--- src/rtl/tirq_pkg.sv ---
package tirq_pkg;
  localparam int unsigned CB_LVL    = 1;
  localparam int unsigned CB_IEN    = 2;
  localparam int unsigned CB_PER    = 3;
  localparam int unsigned CB_RT_LO  = 9;
  localparam int unsigned RT_W      = 5;
  localparam int unsigned CB_MEN    = 14;

  // allowed-line mask as a function of the number of interrupt lines
  function automatic logic [31:0] allowed_lines(input int unsigned n);
    if (n >= 32)      return 32'hFF00_0000;
    else if (n >= 20) return 32'h0000_000F << (n - 4);
    else              return 32'h0;
  endfunction
endpackage

--- src/rtl/tirq_cfg_slot.sv ---
module tirq_cfg_slot
  import tirq_pkg::*;
#(
  parameter int unsigned IDX     = 0,
  parameter int unsigned SEL_W   = 3,
  parameter logic [31:0] ALLOWED = 32'h0,
  parameter bit          MSG_CAP = 1'b1
) (
  input  logic             clk,
  input  logic             rst_n,
  input  logic             cfg_we,
  input  logic [SEL_W-1:0] cfg_sel,
  input  logic [31:0]      cfg_wdata,
  input  logic             msg_we,
  input  logic [SEL_W-1:0] msg_sel,
  input  logic [63:0]      msg_wdata,
  output logic             ien_o,
  output logic             lvl_o,
  output logic             msg_act_o,
  output logic [RT_W-1:0]  eff_route_o,
  output logic             drop_o,
  output logic [63:0]      cfg_word_o,
  output logic [63:0]      msg_word_o
);
  logic            r_lvl, r_ien, r_per, r_men;
  logic [RT_W-1:0] r_route;
  logic [63:0]     r_msg;

  logic            wr;
  logic            c_lvl, c_ien, c_men, new_act;
  logic [RT_W-1:0] c_route, new_route, new_eff;

  assign wr      = cfg_we && (cfg_sel == SEL_W'(IDX));
  assign c_lvl   = cfg_wdata[CB_LVL];
  assign c_ien   = cfg_wdata[CB_IEN];
  assign c_men   = cfg_wdata[CB_MEN];
  assign c_route = cfg_wdata[CB_RT_LO +: RT_W];

  // route legality: 0 always legal, otherwise its bit must be in the mask
  assign new_route = ((c_route == '0) || ALLOWED[c_route]) ? c_route : '0;
  assign new_act   = MSG_CAP && c_men;
  assign new_eff   = new_act ? '0 : new_route;

  assign msg_act_o   = MSG_CAP && r_men;
  assign eff_route_o = msg_act_o ? '0 : r_route;
  assign ien_o       = r_ien;
  assign lvl_o       = r_lvl;

  // a held level bit must go when the write removes its owner path
  assign drop_o = wr && (!c_ien || new_act || !c_lvl || (new_eff != eff_route_o));

  always_ff @(posedge clk) begin
    if (!rst_n) begin
      r_lvl   <= 1'b0;
      r_ien   <= 1'b0;
      r_per   <= 1'b0;
      r_men   <= 1'b0;
      r_route <= '0;
    end else if (wr) begin
      r_lvl   <= c_lvl;
      r_ien   <= c_ien;
      r_per   <= cfg_wdata[CB_PER];
      r_men   <= c_men;
      r_route <= new_route;
    end
  end

  always_ff @(posedge clk) begin
    if (!rst_n)
      r_msg <= '0;
    else if (msg_we && (msg_sel == SEL_W'(IDX)))
      r_msg <= msg_wdata;
  end

  assign cfg_word_o = {ALLOWED, 16'h0, MSG_CAP, r_men, r_route, 3'b000,
                       1'b0, 1'b1, r_per, r_ien, r_lvl, 1'b0};
  assign msg_word_o = r_msg;
endmodule

--- src/rtl/tirq_msg_arb.sv ---
module tirq_msg_arb #(
  parameter int unsigned NT = 8,
  localparam int unsigned SW = $clog2(NT)
) (
  input  logic                 clk,
  input  logic                 rst_n,
  input  logic [NT-1:0]        req_i,
  input  logic [NT-1:0][63:0]  words_i,
  input  logic                 ready_i,
  output logic                 valid_o,
  output logic [31:0]          addr_o,
  output logic [31:0]          data_o
);
  logic [NT-1:0] pend_q, gone;
  logic [SW-1:0] gidx;
  logic          load;

  always_comb begin
    gidx = '0;
    for (int i = NT - 1; i >= 0; i--)
      if (pend_q[i]) gidx = SW'(i);
  end

  assign load = (|pend_q) && (!valid_o || ready_i);
  assign gone = load ? (NT'(1) << gidx) : '0;

  always_ff @(posedge clk) begin
    if (!rst_n) begin
      pend_q  <= '0;
      valid_o <= 1'b0;
      addr_o  <= '0;
      data_o  <= '0;
    end else begin
      pend_q <= (pend_q & ~gone) | req_i;
      if (load) begin
        valid_o <= 1'b1;
        addr_o  <= words_i[gidx][63:32];
        data_o  <= words_i[gidx][31:0];
      end else if (ready_i) begin
        valid_o <= 1'b0;
      end
    end
  end
endmodule

--- src/rtl/tirq_route_unit.sv ---
module tirq_route_unit
  import tirq_pkg::*;
#(
  parameter int unsigned NT           = 8,
  parameter int unsigned NLINES       = 32,
  parameter logic [31:0] MSG_CAP_MASK = 32'hFFFF_FFFF,
  localparam int unsigned SEL_W       = $clog2(NT)
) (
  input  logic              clk,
  input  logic              rst_n,
  input  logic [NT-1:0]     fire_i,
  input  logic              cfg_we_i,
  input  logic [SEL_W-1:0]  cfg_sel_i,
  input  logic [31:0]       cfg_wdata_i,
  input  logic [SEL_W-1:0]  cfg_rsel_i,
  output logic [63:0]       cfg_rdata_o,
  input  logic              msg_we_i,
  input  logic [SEL_W-1:0]  msg_sel_i,
  input  logic [63:0]       msg_wdata_i,
  input  logic              sts_clr_i,
  input  logic [NT-1:0]     sts_clr_mask_i,
  output logic [NT-1:0]     sts_o,
  output logic [NLINES-1:0] irq_o,
  output logic              msg_valid_o,
  input  logic              msg_ready_i,
  output logic [31:0]       msg_addr_o,
  output logic [31:0]       msg_data_o
);
  localparam logic [31:0] ALLOWED = allowed_lines(NLINES);

  logic [NT-1:0]            ien, lvl, act, drop;
  logic [NT-1:0][RT_W-1:0]  eff;
  logic [NT-1:0][63:0]      cfg_words, msg_words;
  logic [NT-1:0]            fire_ok, msg_req, lvl_set, pulse_req, clr_m;
  logic [NLINES-1:0]        lvl_lines, pulse_n, pulse_q;

  for (genvar g = 0; g < NT; g++) begin : g_slot
    tirq_cfg_slot #(
      .IDX(g), .SEL_W(SEL_W), .ALLOWED(ALLOWED), .MSG_CAP(MSG_CAP_MASK[g])
    ) u_slot (
      .clk(clk), .rst_n(rst_n),
      .cfg_we(cfg_we_i), .cfg_sel(cfg_sel_i), .cfg_wdata(cfg_wdata_i),
      .msg_we(msg_we_i), .msg_sel(msg_sel_i), .msg_wdata(msg_wdata_i),
      .ien_o(ien[g]), .lvl_o(lvl[g]), .msg_act_o(act[g]),
      .eff_route_o(eff[g]), .drop_o(drop[g]),
      .cfg_word_o(cfg_words[g]), .msg_word_o(msg_words[g])
    );

    assign fire_ok[g]   = fire_i[g] && ien[g] && !sts_o[g];
    assign msg_req[g]   = fire_ok[g] && act[g];
    assign lvl_set[g]   = fire_ok[g] && !act[g] && lvl[g] && (eff[g] != '0);
    assign pulse_req[g] = fire_ok[g] && !act[g] && !lvl[g] && (eff[g] != '0);
  end

  assign clr_m = sts_clr_i ? sts_clr_mask_i : '0;

  always_ff @(posedge clk) begin
    if (!rst_n) sts_o <= '0;
    else        sts_o <= (sts_o & ~clr_m & ~drop) | lvl_set;
  end

  // line fan-in: line 0 means unconnected and is never driven
  always_comb begin
    lvl_lines = '0;
    pulse_n   = '0;
    for (int l = 1; l < NLINES; l++)
      for (int i = 0; i < NT; i++) begin
        if (eff[i] == RT_W'(l)) begin
          lvl_lines[l] = lvl_lines[l] | sts_o[i];
          pulse_n[l]   = pulse_n[l] | pulse_req[i];
        end
      end
  end

  always_ff @(posedge clk) begin
    if (!rst_n) pulse_q <= '0;
    else        pulse_q <= pulse_n;
  end

  assign irq_o = lvl_lines | pulse_q;

  assign cfg_rdata_o = (int'(cfg_rsel_i) < NT) ? cfg_words[cfg_rsel_i] : '0;

  tirq_msg_arb #(.NT(NT)) u_arb (
    .clk(clk), .rst_n(rst_n), .req_i(msg_req), .words_i(msg_words),
    .ready_i(msg_ready_i), .valid_o(msg_valid_o),
    .addr_o(msg_addr_o), .data_o(msg_data_o)
  );
endmodule

--- config.mk ---
export PLATFORM = sky130hd
export DESIGN_NAME = tirq_route_unit
export DESIGN_NICKNAME = d
export VERILOG_FILES = /design/src/rtl/tirq_pkg.sv /design/src/rtl/tirq_cfg_slot.sv /design/src/rtl/tirq_msg_arb.sv /design/src/rtl/tirq_route_unit.sv
export SDC_FILE = /design/constraint.sdc
export NUM_CORES = 2
export LEC_CHECK = 0
export BUFFER_PORTS_ARGS = -buffer_cell sky130_fd_sc_hd__buf_4
export CORE_AREA = 10 10 378 270
export CTS_CLUSTER_SIZE = 12
export DETAILED_ROUTE_END_ITERATION = 16
export DIE_AREA = 0 0 388 280
export PLACE_DENSITY_LB_ADDON = 0.2
export REMOVE_ABC_BUFFERS = 1
export SKIP_LAST_GASP = 1
export SYNTH_ARGS = -nofsm -noshare
export SYNTH_HDL_FRONTEND = slang
export SYNTH_HIERARCHICAL = 1
export SYNTH_SLANG_ARGS = --single-unit
--- constraint.sdc ---
create_clock -name clk -period 2.47 [get_ports clk]
set_clock_uncertainty 0.05 [all_clocks]
set_input_delay 0.1235 -clock clk [delete_from_list [all_inputs] [get_ports clk]]
set_output_delay 0.1235 -clock clk [all_outputs]
set_load 0.1 [all_outputs]
==> metrics.txt <==
startpoint of the most critical register-to-register path g_slot[7].u_slot/msg_act_o$_SDFFE_PN0P_; most used cells in the layout excluding fill and tap cells nand2_1 (1,243), dfxtp_1 (684), a21boi_1 (543), buf_4 (526), conb_1 (441); cell count after placement 6,367; Crit path largest cell delay 0.43 ns; Overall Global Routing Usage 28.3%; Std-Cell Rows 95; result of the run finished with violations; Synth Register Bits 696; FMAX 332 MHz; violated checks negative setup slack; Layout Cells excl Fill 6,710; utilization after layout 53.6%; pre-CTS setup slack -0.166 ns; Post-Route WL 162,000 um; critical path endpoint category output port; post-synthesis to final-layout area growth 20.2%; Max Cap Viol 0; leakage power of the design 18.6 nW; count of buffers from port buffering 216; number of inserted filler cells in the final layout 8,929; most common library cell in the layout ignoring fill and taps nand2_1; average vias per placed instance 5.86; maximum number of pins on one net before global-route repair 139; routed wirelength normalized by instance count 24.2 um; pwr/cell area 520 nW/um^2; post-route setup TNS -13.19 ns; clk buf depth 3; Std-Cell Core Area 95,000 sq um; Worst Slack Setup Final -0.539 ns; multi-input combinational cell area 25,300 sq um; number of distinct library cells after synthesis 85; Hold WC Path Type input port to flop; proportion of register bits with asynchronous set or reset after synthesis 0%; Detailed Routing Iterations Pass 1 7; CP required 2.30 ns; cells along the critical path nand2b_4, inv_1, buf_12, buf_4, or4bb_1, buf_4, o211ai_1, buf_6; area occupied by registers 14,000 sq um; vertical die dimension 280 um; Worst Tran Pin Value 1.18 ns; worst path arrival time 2.84 ns; clock tree from TritonCTS done; latest clock arrival within the worst-skew pair 0.68 ns; Antenna Violating Nets Remaining 0; cell type group with the largest total delay on the critical path buffers and inverters; prevailing post-synth register cell dfxtp_1; portion of the clock cycle consumed by the worst path in the final layout 122%; time the worst path needs with I/O delays and setup 3.01 ns; final hold viol count 0; Inserted Clock Buffers 76; routed via count 39,300; number of remaining DRC errors 0; number of levels the H-tree was split into 3; number of slew-limit violations in the final report 0; netlist area before placement 42,400 sq um; Syn Area/Cell 8.52 sq um; maximum VDD drop 0.000477 V; initial cell density of the core 44.6%; starting DRC count in detailed routing 4,610; setup repair after global routing missed its margin true; slowest stage cell on the critical path or4bb_1; GR Overflow Total 0; classification of the worst setup path flop to output port; first-pass GRT wire length 239,000 um; first element of the critical path g_slot[3].u_slot/msg_act_o$_SDFFE_PN0P_; Post-synth EDFFs 0; fraction of final layout cells sized beyond drive strength 1 22.9%; die outline area 109,000 sq um; I/O pin count 296; cell mode on critical path buf_4; cell at the root of the clock tree clkbuf_16; hpwl dp 102,000 um; die width 388 um; number of warnings issued by yosys 6; Max transition margin 21.2%; initial antenna violation count 9; Buffers & Inverters on Critical Path 5; sequential share of the synthesized area 32.9%; via count of the first global-routing pass 36,700; crit-path max FO 12; clock transition time at the flip-flop clock pins of the worst setup and hold paths 0.06 ns; final weighted congestion in routability-driven placement 1.01; CP startpoint kind flop; number of clock sinks seen by CTS 696; number of setup violations in the final report 33; Min-Delay Startpoint msg_sel_i[2]; cell count after synthesis 4,973; Nets 5,519; Total Power Consumption 0.0265 W
path summary, 6_finish.rpt:
path	endpoint	slack [ns]	cells after the start
max	irq_o[19]	-0.54	8
min	g_slot[5].u_slot/msg_word_o[18]$_SDFFE_PN0P_	0.06	4
max reg2reg	sts_o[7]$_SDFF_PN0_	0.08	7
min reg2reg	g_slot[3].u_slot/msg_word_o[60]$_SDFFE_PN0P_	0.40	2
cells in the mapped netlist, drive strengths merged, types with 6 or more instances:
library cell | n | area share (%)
inv | 22 | 0.19
or4bb | 36 | 0.96
nand4b | 47 | 1.0
nand3 | 37 | 0.45
xnor2 | 8 | 0.17
mux4 | 128 | 6.8
dfxtp | 696 | 33
or4 | 20 | 0.43
nor2 | 85 | 0.77
conb | 17 | 0.15
nand2b | 47 | 0.82
o31ai | 21 | 0.61
a221oi | 20 | 0.41
a21oi | 63 | 0.87
mux2 | 64 | 1.7
a22o | 40 | 0.83
o21bai | 8 | 0.14
a211o | 8 | 0.17
buf | 671 | 11
nand4bb | 15 | 0.44
o41a | 27 | 0.72
nand2 | 1273 | 11
o22a | 18 | 0.37
nor3 | 19 | 0.22
nor2b | 23 | 0.34
a211oi | 8 | 0.14
nand4 | 55 | 0.81
or4b | 33 | 0.80
a21boi | 613 | 11
and4b | 13 | 0.31
mux2i | 44 | 1.0
and2 | 10 | 0.15
o211ai | 41 | 0.82
a221o | 45 | 1.1
a22oi | 48 | 0.85
o21ai | 83 | 1.0
nand3b | 28 | 0.54
and2b | 14 | 0.31
nor4 | 31 | 0.46
and4bb | 6 | 0.19
clkbuf | 198 | 1.8
o22ai | 185 | 2.9
o21a | 21 | 0.37
a222oi | 40 | 0.95
kinds of logic (layout without fill, tap and decap cells):
group / Yosys count / in the layout / share of synthesized area, %
XOR/XNOR: 8 / 8 / 0.165
flip-flops: 696 / 696 / 32.9
AO/OA/AOI/OAI: 1304 / 1304 / 23.4
AND/OR/NAND/NOR: 1820 / 1826 / 20.9
buffers and inverters: 892 / 933 / 12.9
other: 17 / 446 / 0.151
multiplexers: 236 / 236 / 9.55
through the flow:
step / hold WS, ns / instance area, sq um
floorplan: 0.191 / 38600
global placement: 0.372 / 45500
detailed placement: 0.378 / 45500
CTS: 0.0122 / 50400
global route: 0.0543 / 50900
finish: 0.0595 / 50900
where the power goes:
part / switching (W) / total (W) / internal [W] / leakage (nW)
Clock: 0.00503 / 0.0116 / 0.00656 / 1.20
Combinational: 0.00225 / 0.00338 / 0.00113 / 11.8
Sequential: 0.000108 / 0.0115 / 0.0114 / 5.63
Total: 0.00738 / 0.0265 / 0.0191 / 18.6
worst min-delay path: cells and delay by family:
family / cells / cell delay [ns]
buffers and inverters: 1 / 0.19
AO/OA/AOI/OAI: 1 / 0.05
AND/OR/NAND/NOR: 2 / 0.36
cell type report:
cell class,instances,share of cell area (%)
Multi-Input combinational cell,3815,49.7
Inverter,23,0.201
Clock inverter,20,0.565
Timing Repair Buffer,780,14.7
Tap cell,1261,3.10
Sequential cell,696,27.4
Antenna cell,5,0.0246
Clock buffer,110,4.26
flip-flops by register name (all words and copies together) (netlist names):
name,flops
g_slot.u_slot/ien_o,8
g_slot.u_slot/lvl_o,8
g_slot.u_slot/msg_act_o,8
g_slot.u_slot/msg_word_o,512
g_slot.u_slot/r_per,8
g_slot.u_slot/r_route,40
pulse_q,31
sts_o,8
u_arb/addr_o,32
u_arb/data_o,32
u_arb/pend_q,8
u_arb/valid_o,1
per-layer routing:
metal	wire, um	part of all wire [%]	global-route usage (%)	vias to the layer above
met5	168	0.10	0	-
met4	4900	3.0	7.85	10
met3	18500	11	7.96	330
met2	67500	42	41.2	2119
met1	71100	44	40.3	19100
li1	-	-	-	17700
repair_timing:
item / 4_1_cts / 5_1_grt
endpoints found under the setup margin: 33 / 48
setup buffers: 72 / 23
pin swaps: 52 / 46
gates cloned: 3 / 5
endpoints found under the hold margin: 595 / 0
gates resized for setup: 213 / 54
hold buffers: 107 / 0
No activity file was read; power rests on OpenSTA's default activity.
